**config.mk**
```make
export PLATFORM = sky130hd
export DESIGN_NAME = cbr_refresh_seq
export DESIGN_NICKNAME = d
export VERILOG_FILES = /design/src/rtl/rfsh_pkg.sv /design/src/rtl/rfsh_interval_timer.sv /design/src/rtl/rfsh_pending.sv /design/src/rtl/rfsh_cycle_fsm.sv /design/src/rtl/cbr_refresh_seq.sv
export SDC_FILE = /design/constraint.sdc
export NUM_CORES = 1
export LEC_CHECK = 0
export BUFFER_PORTS_ARGS = -buffer_cell sky130_fd_sc_hd__buf_2
export CELL_PAD_IN_SITES_DETAIL_PLACEMENT = 0
export CELL_PAD_IN_SITES_GLOBAL_PLACEMENT = 1
export CORE_AREA = 4 4 83 77
export CTS_CLUSTER_DIAMETER = 150
export DETAILED_ROUTE_END_ITERATION = 7
export DIE_AREA = 0 0 87 81
export GPL_TIMING_DRIVEN = 0
export PLACE_DENSITY_LB_ADDON = 0.3
export SKIP_CTS_REPAIR_TIMING = 1
export SLEW_MARGIN = 10
export SYNTH_ARGS = -nofsm -noshare
export SYNTH_HDL_FRONTEND = slang
export SYNTH_SLANG_ARGS = --single-unit
```
**constraint.sdc**
```tcl
create_clock -name clk -period 2.5 [get_ports clk]
set_clock_uncertainty 0.1 [all_clocks]
set_input_delay 0.125 -clock clk [delete_from_list [all_inputs] [get_ports clk]]
set_output_delay 0.125 -clock clk [all_outputs]
set_load 0.05 [all_outputs]
```
**src/rtl/rfsh_pkg.sv**
```systemverilog
package rfsh_pkg;

    localparam int unsigned CAS_LINES = 4;

    typedef enum logic [2:0] {
        ST_PAUSE,
        ST_IDLE,
        ST_CAS_SETUP,
        ST_RAS_ACT,
        ST_PRECHG
    } rfsh_state_e;

    typedef struct packed {
        logic                 ras_n;
        logic [CAS_LINES-1:0] cas_n;
        logic                 we_n;
    } strobe_t;

    function automatic int unsigned max_of(input int unsigned a, input int unsigned b);
        return (a > b) ? a : b;
    endfunction

    // Strobe levels decoded from the sequencer phase
    function automatic strobe_t strobes_for(input rfsh_state_e st);
        strobe_t s;
        s.ras_n = 1'b1;
        s.cas_n = '1;
        s.we_n  = 1'b1;
        case (st)
            ST_CAS_SETUP: s.cas_n = '0;
            ST_RAS_ACT: begin
                s.cas_n = '0;
                s.ras_n = 1'b0;
            end
            default: ;
        endcase
        return s;
    endfunction

endpackage

```
**src/rtl/rfsh_interval_timer.sv**
```systemverilog
module rfsh_interval_timer #(
    parameter int unsigned PERIOD = 780
) (
    input  logic clk,
    input  logic rst,
    input  logic en,
    input  logic reload,
    output logic tick
);
    localparam int unsigned W = $clog2(PERIOD + 1);

    logic [W-1:0] cnt_q;

    assign tick = en && !reload && (cnt_q == '0);

    always_ff @(posedge clk) begin
        if (rst || !en || reload || cnt_q == '0) begin
            cnt_q <= W'(PERIOD - 1);
        end else begin
            cnt_q <= cnt_q - 1'b1;
        end
    end
endmodule

```
**src/rtl/rfsh_pending.sv**
```systemverilog
module rfsh_pending #(
    parameter int unsigned MAX_PEND = 2
) (
    input  logic clk,
    input  logic rst,
    input  logic inc,
    input  logic dec,
    output logic any
);
    localparam int unsigned W = $clog2(MAX_PEND + 1);

    logic [W-1:0] cnt_q;

    assign any = (cnt_q != '0);

    always_ff @(posedge clk) begin
        if (rst) begin
            cnt_q <= '0;
        end else begin
            case ({inc, dec})
                2'b10: if (cnt_q != W'(MAX_PEND)) cnt_q <= cnt_q + 1'b1;
                2'b01: cnt_q <= cnt_q - 1'b1;
                default: ;
            endcase
        end
    end
endmodule

```
**src/rtl/rfsh_cycle_fsm.sv**
```systemverilog
module rfsh_cycle_fsm
    import rfsh_pkg::*;
#(
    parameter int unsigned PAUSE_CYC   = 10000,
    parameter int unsigned INIT_CYCLES = 8,
    parameter int unsigned CSR_CYC     = 1,
    parameter int unsigned RAS_LOW_CYC = 3,
    parameter int unsigned PRE_CYC     = 2
) (
    input  logic    clk,
    input  logic    rst,
    input  logic    gnt,
    input  logic    pend_any,
    output logic    req,
    output logic    accept,
    output logic    init_phase,
    output logic    done,
    output logic    init_done,
    output strobe_t strb
);
    localparam int unsigned MAXC = max_of(max_of(PAUSE_CYC, CSR_CYC), max_of(RAS_LOW_CYC, PRE_CYC));
    localparam int unsigned CW   = $clog2(MAXC + 1);
    localparam int unsigned IW   = $clog2(INIT_CYCLES + 1);

    rfsh_state_e   state_q, state_d;
    logic [CW-1:0] cnt_q, cnt_d;
    logic [IW-1:0] init_left_q;
    logic          init_done_q;

    assign init_phase = (state_q != ST_PAUSE) && !init_done_q;
    assign req        = init_phase || pend_any;
    assign accept     = (state_q == ST_IDLE) && req && gnt;
    assign done       = (state_q == ST_PRECHG) && (cnt_q == '0);
    assign init_done  = init_done_q;
    assign strb       = strobes_for(state_q);

    always_comb begin
        state_d = state_q;
        cnt_d   = cnt_q;
        case (state_q)
            ST_PAUSE: begin
                if (cnt_q == '0) state_d = ST_IDLE;
                else             cnt_d   = cnt_q - 1'b1;
            end
            ST_IDLE: begin
                if (accept) begin
                    state_d = ST_CAS_SETUP;
                    cnt_d   = CW'(CSR_CYC - 1);
                end
            end
            ST_CAS_SETUP: begin
                if (cnt_q == '0) begin
                    state_d = ST_RAS_ACT;
                    cnt_d   = CW'(RAS_LOW_CYC - 1);
                end else begin
                    cnt_d = cnt_q - 1'b1;
                end
            end
            ST_RAS_ACT: begin
                if (cnt_q == '0) begin
                    state_d = ST_PRECHG;
                    cnt_d   = CW'(PRE_CYC - 1);
                end else begin
                    cnt_d = cnt_q - 1'b1;
                end
            end
            ST_PRECHG: begin
                if (cnt_q == '0) state_d = ST_IDLE;
                else             cnt_d   = cnt_q - 1'b1;
            end
            default: state_d = ST_PAUSE;
        endcase
    end

    always_ff @(posedge clk) begin
        if (rst) begin
            state_q     <= ST_PAUSE;
            cnt_q       <= CW'(PAUSE_CYC - 1);
            init_left_q <= IW'(INIT_CYCLES);
            init_done_q <= 1'b0;
        end else begin
            state_q <= state_d;
            cnt_q   <= cnt_d;
            if (accept && init_phase && init_left_q != '0) begin
                init_left_q <= init_left_q - 1'b1;
            end
            if (done && init_phase && init_left_q == '0) begin
                init_done_q <= 1'b1;
            end
        end
    end
endmodule

```
**src/rtl/cbr_refresh_seq.sv**
```systemverilog
module cbr_refresh_seq
    import rfsh_pkg::*;
#(
    parameter int unsigned PAUSE_CYC    = 10000,
    parameter int unsigned INIT_CYCLES  = 8,
    parameter int unsigned INTERVAL_CYC = 780,
    parameter int unsigned CSR_CYC      = 1,
    parameter int unsigned RAS_LOW_CYC  = 3,
    parameter int unsigned PRE_CYC      = 2,
    parameter int unsigned MAX_PEND     = 2
) (
    input  logic                 clk,
    input  logic                 rst,
    input  logic                 rfsh_gnt,
    output logic                 rfsh_req,
    output logic                 ras_n,
    output logic [CAS_LINES-1:0] cas_n,
    output logic                 we_n,
    output logic                 init_done
);
    logic    tick, accept, init_phase, done, pend_any;
    strobe_t strb;

    rfsh_interval_timer #(.PERIOD(INTERVAL_CYC)) u_timer (
        .clk    (clk),
        .rst    (rst),
        .en     (init_done),
        .reload (done),
        .tick   (tick)
    );

    rfsh_pending #(.MAX_PEND(MAX_PEND)) u_pend (
        .clk (clk),
        .rst (rst),
        .inc (tick),
        .dec (accept && !init_phase),
        .any (pend_any)
    );

    rfsh_cycle_fsm #(
        .PAUSE_CYC   (PAUSE_CYC),
        .INIT_CYCLES (INIT_CYCLES),
        .CSR_CYC     (CSR_CYC),
        .RAS_LOW_CYC (RAS_LOW_CYC),
        .PRE_CYC     (PRE_CYC)
    ) u_fsm (
        .clk        (clk),
        .rst        (rst),
        .gnt        (rfsh_gnt),
        .pend_any   (pend_any),
        .req        (rfsh_req),
        .accept     (accept),
        .init_phase (init_phase),
        .done       (done),
        .init_done  (init_done),
        .strb       (strb)
    );

    assign ras_n = strb.ras_n;
    assign cas_n = strb.cas_n;
    assign we_n  = strb.we_n;
endmodule

```
==> results of run 1 <==
==> flip-flops by register name, indices dropped and copies added, names as in the netlist <==
signal	cells
u_fsm.state_q	3
u_fsm.cnt_q	14
u_timer.cnt_q	10
u_pend.cnt_q	2
u_fsm.init_left_q	4
u_fsm.init_done	1
==> worst register-to-register path, cell delays in order, from the launching register on <==
cell and delay [ps]:
sky130_fd_sc_hd__dfxtp_1 360, sky130_fd_sc_hd__or4_4 600, sky130_fd_sc_hd__nand4bb_1 220, sky130_fd_sc_hd__clkbuf_4 210, sky130_fd_sc_hd__buf_6 160, sky130_fd_sc_hd__o2111a_1 240, sky130_fd_sc_hd__o21a_1 170, sky130_fd_sc_hd__a311oi_2 230
==> metal layers <==
metal	track usage, %	up-vias
met2	19.88	12
li1	-	872
met4	3.738	0
met1	19.03	801
met5	0	-
met3	4.361	8
==> cells by family (layout without fill, tap and decap cells) <==
group / after synthesis / count (layout)
buffers and inverters: 29 / 45
xor gates and xnor gates: 11 / 11
DFF: 34 / 34
other: 1 / 1
AOI/OAI and AO/OA: 54 / 54
adders and majority gates: 4 / 4
and+or+nand+nor: 99 / 99
==> through the flow <==
step	setup slack, ps	TNS, ps	util (%)
after global placement	-354.2	-1628	36.44
after global routing	23.78	0	38.96
after CTS	-333.3	-1416	38.08
after detailed placement	-317.8	-1044	36.44
final	127.5	0	38.96
after floorplan	132.7	0	-
==> Yosys cell counts (all sizes together) (4+ instances only) <==
master  instances
nor3           13
buf             6
a21oi          14
nand2          14
or3             5
nor2           27
xor2            4
inv            14
a211o           4
dfxtp          34
nand3           6
nor3b           4
clkbuf          9
xnor2           7
ha              4
or4             5
o21ai          14
nor4            6
==> path summary, 6_finish.rpt <==
check,start,end,slack (ps),depth (start not counted)
setup / recovery,u_fsm.cnt_q[9],u_pend.cnt_q[0],130,7
hold / removal,rfsh_gnt,u_fsm.state_q[1],120,3
setup reg to reg,u_fsm.cnt_q[9],u_pend.cnt_q[0],130,7
hold reg to reg,u_timer.cnt_q[0],u_timer.cnt_q[0],300,1
==> power breakdown <==
part / switching (W) / internal, W
combinational: 0.0000233 / 0.0000140
clock: 0.000203 / 0.000222
sequential: 0.00000536 / 0.000545
==> layout make-up <==
cell class	instances	share of cell area, %
sequential	34	31.58
buffer	14	3.637
multi-input combinational	169	52.02
inverter	14	2.425
tap	70	4.042
clock inverter	1	0.2309
timing repair buffer	9	2.079
clock buffer	7	3.984
==> impl_summary.txt, run 1 <==
----------------------------------------------------
[Outcome]
  Result of the run ... finished, final reports clean

[Placed design]
  Quantity of I/O buffers inserted on ports ... 9
  Area after detailed placement ... 2027 um2
  Inst Count DP ... 311
  Post-DP HPWL ... 3110 um
  Global placement routability congestion ... 0.7610

[Drt]
  Number of detailed-route iterations in the first pass ... 4
  Count of unresolved DRC violations after routing ... 0
  Initial DRC count ... 101
  Via/cell ratio ... 5.324
  Aggregate routed wire length ... 4401 um
  Detailed-route wire length on metal 1 ... 2256 um
  WL per Instance ... 13.84 um
  Total length of routed met2 wires ... 1949 um
  Overall via count from detail_route ... 1,693
  Top sig layer ... met4
  Amount of wire on met3 after detailed routing ... 133 um
  Count of nets left with antenna violations after detail routing ... 0

[Yosys]
  Cell type with the highest aggregate area in the netlist ... sky130_fd_sc_hd__dfxtp_1
  Area share of the largest cell type after synthesis ... 35.93%
  Mapped Area ... 1894 um2
  Fraction of the yosys area taken by sequential cells ... 35.93%
  Top_reg_cell synth ... sky130_fd_sc_hd__dfxtp_1
  EDFF count, synth ... 0
  Seq cells post-synth ... 34
  Xor and xnor area share after synthesis ... 5.086%
  Netlist cell types ... 56
  Number of warnings printed during yosys synthesis ... 0
  Post-synthesis share of cell area spent on and, or, nand and nor gates ... 29.13%
  Post-synthesis mux area share ... 0%
  Gate count of the mapped netlist ... 232
  Synthesized net count ... 239
  Fraction of the mapped netlist area in adder cells ... 2.642%
  Leading cell types by total area after synthesis ... sky130_fd_sc_hd__dfxtp_1, sky130_fd_sc_hd__nor2_1, sky130_fd_sc_hd__a21oi_1
  Combinational family with the most area after synthesis ... simple AND/OR/NAND/NOR gates
  Fraction of the mapped netlist area in compound gates ... 20.01%
  Proportion of synthesized flip-flops having asynchronous set or reset ... 0%
  Syn_area_per_cell ... 8.165 um2

[STA]
  Minimum clock period after layout ... 2372 ps
  Post-route clock period utilization ... 94.90%
  Final Hold Viols ... 0
  Top achievable clock speed ... 421.5 MHz
  Relative max-transition margin ... 49.55%
  Worst-case hold slack ... 121.2 ps
  Final setup fails ... 0
  Unrepaired setup endpoints after global routing ... false
  Number of max-slew violations in the final report ... 0
  Transition time at the pin with the least slew margin ... 754.0 ps

[Worst setup path]
  Worst Path Arrival ... 2480 ps
  Stage delay of the slowest cell on the critical path ... 600 ps
  Critical path, cell by cell ... or4_4, nand4bb_1, clkbuf_4, buf_6, o2111a_1, o21a_1, a311oi_2
  Largest delay contributor family on the critical path ... simple AND/OR/NAND/NOR gates
  Highest fanout seen on the critical path ... 10
  Critical Path Sink Type ... flip-flop
  Endpoint required time on the critical path ... 2610 ps
  Critical path class ... reg -> reg
  Category of the worst setup path launch point ... flip-flop
  Worst path buffer plus inverter count ... 2
  Slowest cell on the critical path ... sky130_fd_sc_hd__or4_4

[Flow run]
  Max-cap viol count ... 0

[Clock tree]
  Clock network latency to the later pin of the worst-skew pair ... 290 ps
  Clock root cell ... sky130_fd_sc_hd__clkbuf_8
  Number of buffers inserted during clock tree synthesis ... 5
  Post-CTS clock slew at the launch and capture registers of the worst setup and hold paths ... 80 ps
  CTS sink cnt ... 34
  Max H-tree Level ... 2
  TritonCTS clock tree ... built
  CTS Buffer Depth ... 2

[Floorplan]
  Row cnt ... 26
  Core Box Area ... 5563 um2
  Die area ... 7047 um2
  Number of I/O pins ... 11
  Starting Density ... 34.05%
  Horizontal die dimension ... 87 um
  Die extent in y ... 81 um

[Power and ir drop]
  Total Power Consumption ... 0.001013 W
  Static leakage ... 0.7327 nW
  Power density of the placed cells ... 467.3 nW/um2
  Peak supply drop ... 169.0 uV

[Global route]
  Wire length of the first global-routing pass ... 7486 um
  Pin count of the biggest net entering global routing ... 11
  Overflow left after global routing ... 0
  Number of antenna violations at the first check in global routing ... 0
  GRT Overall Usage ... 13.58%
  Via count of the first global-routing pass ... 1,521

[Worst hold path]
  Worst hold-check path type ... in -> reg

[Final layout]
  Count of nets after finishing ... 254
  Final Cell Area ... 2167 um2
  # fillers ... 593
  Most frequent cells in the layout ... sky130_fd_sc_hd__dfxtp_1, sky130_fd_sc_hd__nor2_1, sky130_fd_sc_hd__inv_1, sky130_fd_sc_hd__nand2_1, sky130_fd_sc_hd__a21oi_1
  Multi-input gate area ... 1127 um2
  Final cell count without fillers ... 318
  Most common cell after layout, fill and taps aside ... sky130_fd_sc_hd__dfxtp_1
  Antenna Cells ... 0
  Share of layout cells above drive strength 1 ... 15.32%
  Area growth, synth to finish ... 14.40%
  Sequential cell area ... 684.4 um2

----------------------------------------------------
Note: power is estimated with default switching activity, not from simulation.
==> run 2, diff against run 1 <==
--- a/config.mk
+++ b/config.mk
@@ -8,10 +8,10 @@
 export BUFFER_PORTS_ARGS = -buffer_cell sky130_fd_sc_hd__buf_2
 export CELL_PAD_IN_SITES_DETAIL_PLACEMENT = 0
 export CELL_PAD_IN_SITES_GLOBAL_PLACEMENT = 1
-export CORE_AREA = 4 4 83 77
+export CORE_AREA = 4 4 74 69
 export CTS_CLUSTER_DIAMETER = 150
 export DETAILED_ROUTE_END_ITERATION = 7
-export DIE_AREA = 0 0 87 81
+export DIE_AREA = 0 0 78 73
 export GPL_TIMING_DRIVEN = 0
 export PLACE_DENSITY_LB_ADDON = 0.3
 export SKIP_CTS_REPAIR_TIMING = 1
==> impl_summary.txt, run 2 (synthesized netlist as in run 1, its figures left out) <==
----------------------------------------------------
[Worst hold path]
  Worst hold-check path type ... in -> reg
  Hold Path Stages ... 3
  Launch instance of the worst min-delay path ... rst
  Capture endpoint of the worst hold path ... u_fsm.cnt_q[1]

[Clock tree]
  Max H-tree Level ... 2
  TritonCTS clock tree ... built
  CTS sink cnt ... 34
  Post-CTS clock slew at the launch and capture registers of the worst setup and hold paths ... 80 ps
  Clock root cell ... sky130_fd_sc_hd__clkbuf_8
  Number of buffers inserted during clock tree synthesis ... 5
  Clock network latency to the later pin of the worst-skew pair ... 290 ps
  CTS Buffer Depth ... 2

[Drt]
  Count of unresolved DRC violations after routing ... 0
  Number of detailed-route iterations in the first pass ... 4
  Aggregate routed wire length ... 4184 um
  Count of nets left with antenna violations after detail routing ... 0
  WL per Instance ... 13.50 um
  Via/cell ratio ... 5.487
  Initial DRC count ... 55
  Overall via count from detail_route ... 1,701

[STA]
  Minimum clock period after layout ... 2386 ps
  Unrepaired setup endpoints after global routing ... true
  Final Hold Viols ... 0
  Transition time at the pin with the least slew margin ... 641.5 ps
  Post-route setup slack ... 113.6 ps
  Final setup fails ... 0
  Relative max-transition margin ... 56.90%
  Top achievable clock speed ... 419.0 MHz
  Number of max-slew violations in the final report ... 0
  Post-route clock period utilization ... 95.46%

[Placed design]
  Global placement routability congestion ... 0.7858
  Post-DP HPWL ... 3023 um
  Quantity of I/O buffers inserted on ports ... 9
  Worst-case setup slack after placement ... -316.1 ps
  Inst Count DP ... 303

[Final layout]
  Most frequent cells in the layout ... sky130_fd_sc_hd__dfxtp_1, sky130_fd_sc_hd__nor2_1, sky130_fd_sc_hd__inv_1, sky130_fd_sc_hd__nand2_1, sky130_fd_sc_hd__a21oi_1
  # fillers ... 458
  Area growth, synth to finish ... 13.87%
  Top register by number of flip-flops ... u_fsm.cnt_q
  Flip-flop count of the largest register, all copies and words added ... 14
  Largest registers ... u_fsm.cnt_q x14, u_timer.cnt_q x10, u_fsm.init_left_q x4
  Antenna Cells ... 0
  Count of nets after finishing ... 254
  Share of layout cells above drive strength 1 ... 14.52%
  Most common cell after layout, fill and taps aside ... sky130_fd_sc_hd__dfxtp_1
  Final cell count without fillers ... 310

[Global route]
  Overflow left after global routing ... 0
  Wire length of the first global-routing pass ... 7107 um
  Pin count of the biggest net entering global routing ... 13
  Number of antenna violations at the first check in global routing ... 0
  Via count of the first global-routing pass ... 1,500
  GRT Overall Usage ... 15.84%

[Worst setup path]
  Stage delay of the slowest cell on the critical path ... 660 ps
  Endpoint required time on the critical path ... 2590 ps
  Critical path, cell by cell ... inv_1, ha_1, or4b_2, nor4b_4, nand4b_1, a21oi_1, o21ba_2
  Slowest cell on the critical path ... sky130_fd_sc_hd__or4b_2
  Critical path class ... reg -> reg
  Critical Path Sink Type ... flip-flop
  Setup slack, reg-to-reg ... 110 ps
  RR Endpoint ... u_fsm.cnt_q[7]
  Worst Path Arrival ... 2470 ps
  Worst R2R Start ... u_fsm.cnt_q[0]
  Worst path buffer plus inverter count ... 1
  Largest delay contributor family on the critical path ... simple AND/OR/NAND/NOR gates
  Path depth of the worst reg2reg path ... 7
  Category of the worst setup path launch point ... flip-flop
  Highest fanout seen on the critical path ... 9

[Floorplan]
  Core Box Area ... 4345 um2
  Starting Density ... 43.59%
  Number of I/O pins ... 11
  Horizontal die dimension ... 78 um
  Die extent in y ... 73 um
  Die area ... 5694 um2
  Row cnt ... 23

[Flow run]
  Max-cap viol count ... 0

[Outcome]
  Result of the run ... finished, final reports clean

[Power and ir drop]
  Static leakage ... 0.7300 nW
  Power density of the placed cells ... 510.7 nW/um2
  Peak supply drop ... 269.7 uV

----------------------------------------------------
[run 2: changes by cell type in the layout (fill, tap and decap cells not counted), sizes merged]
cell      before  now
clkinv         1    0
clkbuf        16   13
buf           14   15
bufinv         0    1
clkinvlp       0    2
[run 2: where the power goes]
part	internal (W)	switching, W	leakage, nW	total (W)
clock	0.000297	0.000218	0.0504	0.000514
sequential	0.000546	0.00000558	0.275	0.000551
combinational	0.0000135	0.0000227	0.405	0.0000362
[run 2: stage by stage]
stage	hold slack (ps)	utilization [%]	TNS, ps	power, W	cell area, um2
after floorplan	246.9	-	0	0.0005882	1894
final	117.4	49.64	0	0.001102	2157
after CTS	111.5	49.04	-1163	0.001117	2131
after detailed placement	297.2	46.42	-871.1	0.0005996	2017
after global routing	131.0	49.64	-5.800	0.001153	2157
after global placement	285.4	46.42	-827.3	0.0005991	2017
[run 2: final cells by class]
type | instances | area, um2 | share of cell area, %
multi-input cells | 169 | 1110 | 51.45
flip-flops and latches | 34 | 681.9 | 31.61
well taps | 62 | 77.57 | 3.596
plain buffers | 14 | 76.32 | 3.538
clock buffers | 5 | 68.82 | 3.190
inverters | 14 | 52.55 | 2.436
clock inverters | 3 | 45.04 | 2.088
repair buffers | 9 | 45.04 | 2.088
[run 2: worst max-delay path by stage]
| stage | from | endpoint | cells past startpoint | slack [ps] |
|---|---|---|---|---|
| CTS | u_fsm.cnt_q[0] | u_fsm.cnt_q[7] | 8 | -340 |
| finish | u_fsm.cnt_q[0] | u_fsm.cnt_q[7] | 7 | 110 |
| detailed placement | u_fsm.cnt_q[0] | u_fsm.cnt_q[7] | 8 | -320 |
| global placement | u_fsm.cnt_q[0] | u_fsm.cnt_q[7] | 8 | -310 |
| global route | u_fsm.cnt_q[0] | u_fsm.cnt_q[7] | 7 | -6 |
| floorplan | u_fsm.init_done | u_fsm.cnt_q[1] | 5 | 130 |
[run 2: worst reg2reg max path, delay by kind of cell (launching register included)]
kind	cells	cell delay [ps]
compound gates	2	270
simple gates	3	1190
buf+inv	1	90
flops	1	370
fa+ha+maj	1	270
[run 2: metal layers]
metal | up-vias | global-route usage, % | wire length, um
met5 | - | 0 | 0
met3 | 5 | 4.074 | 161
met2 | 29 | 24.14 | 1850
met1 | 796 | 21.65 | 2121
li1 | 871 | - | -
met4 | 0 | 5.825 | 50
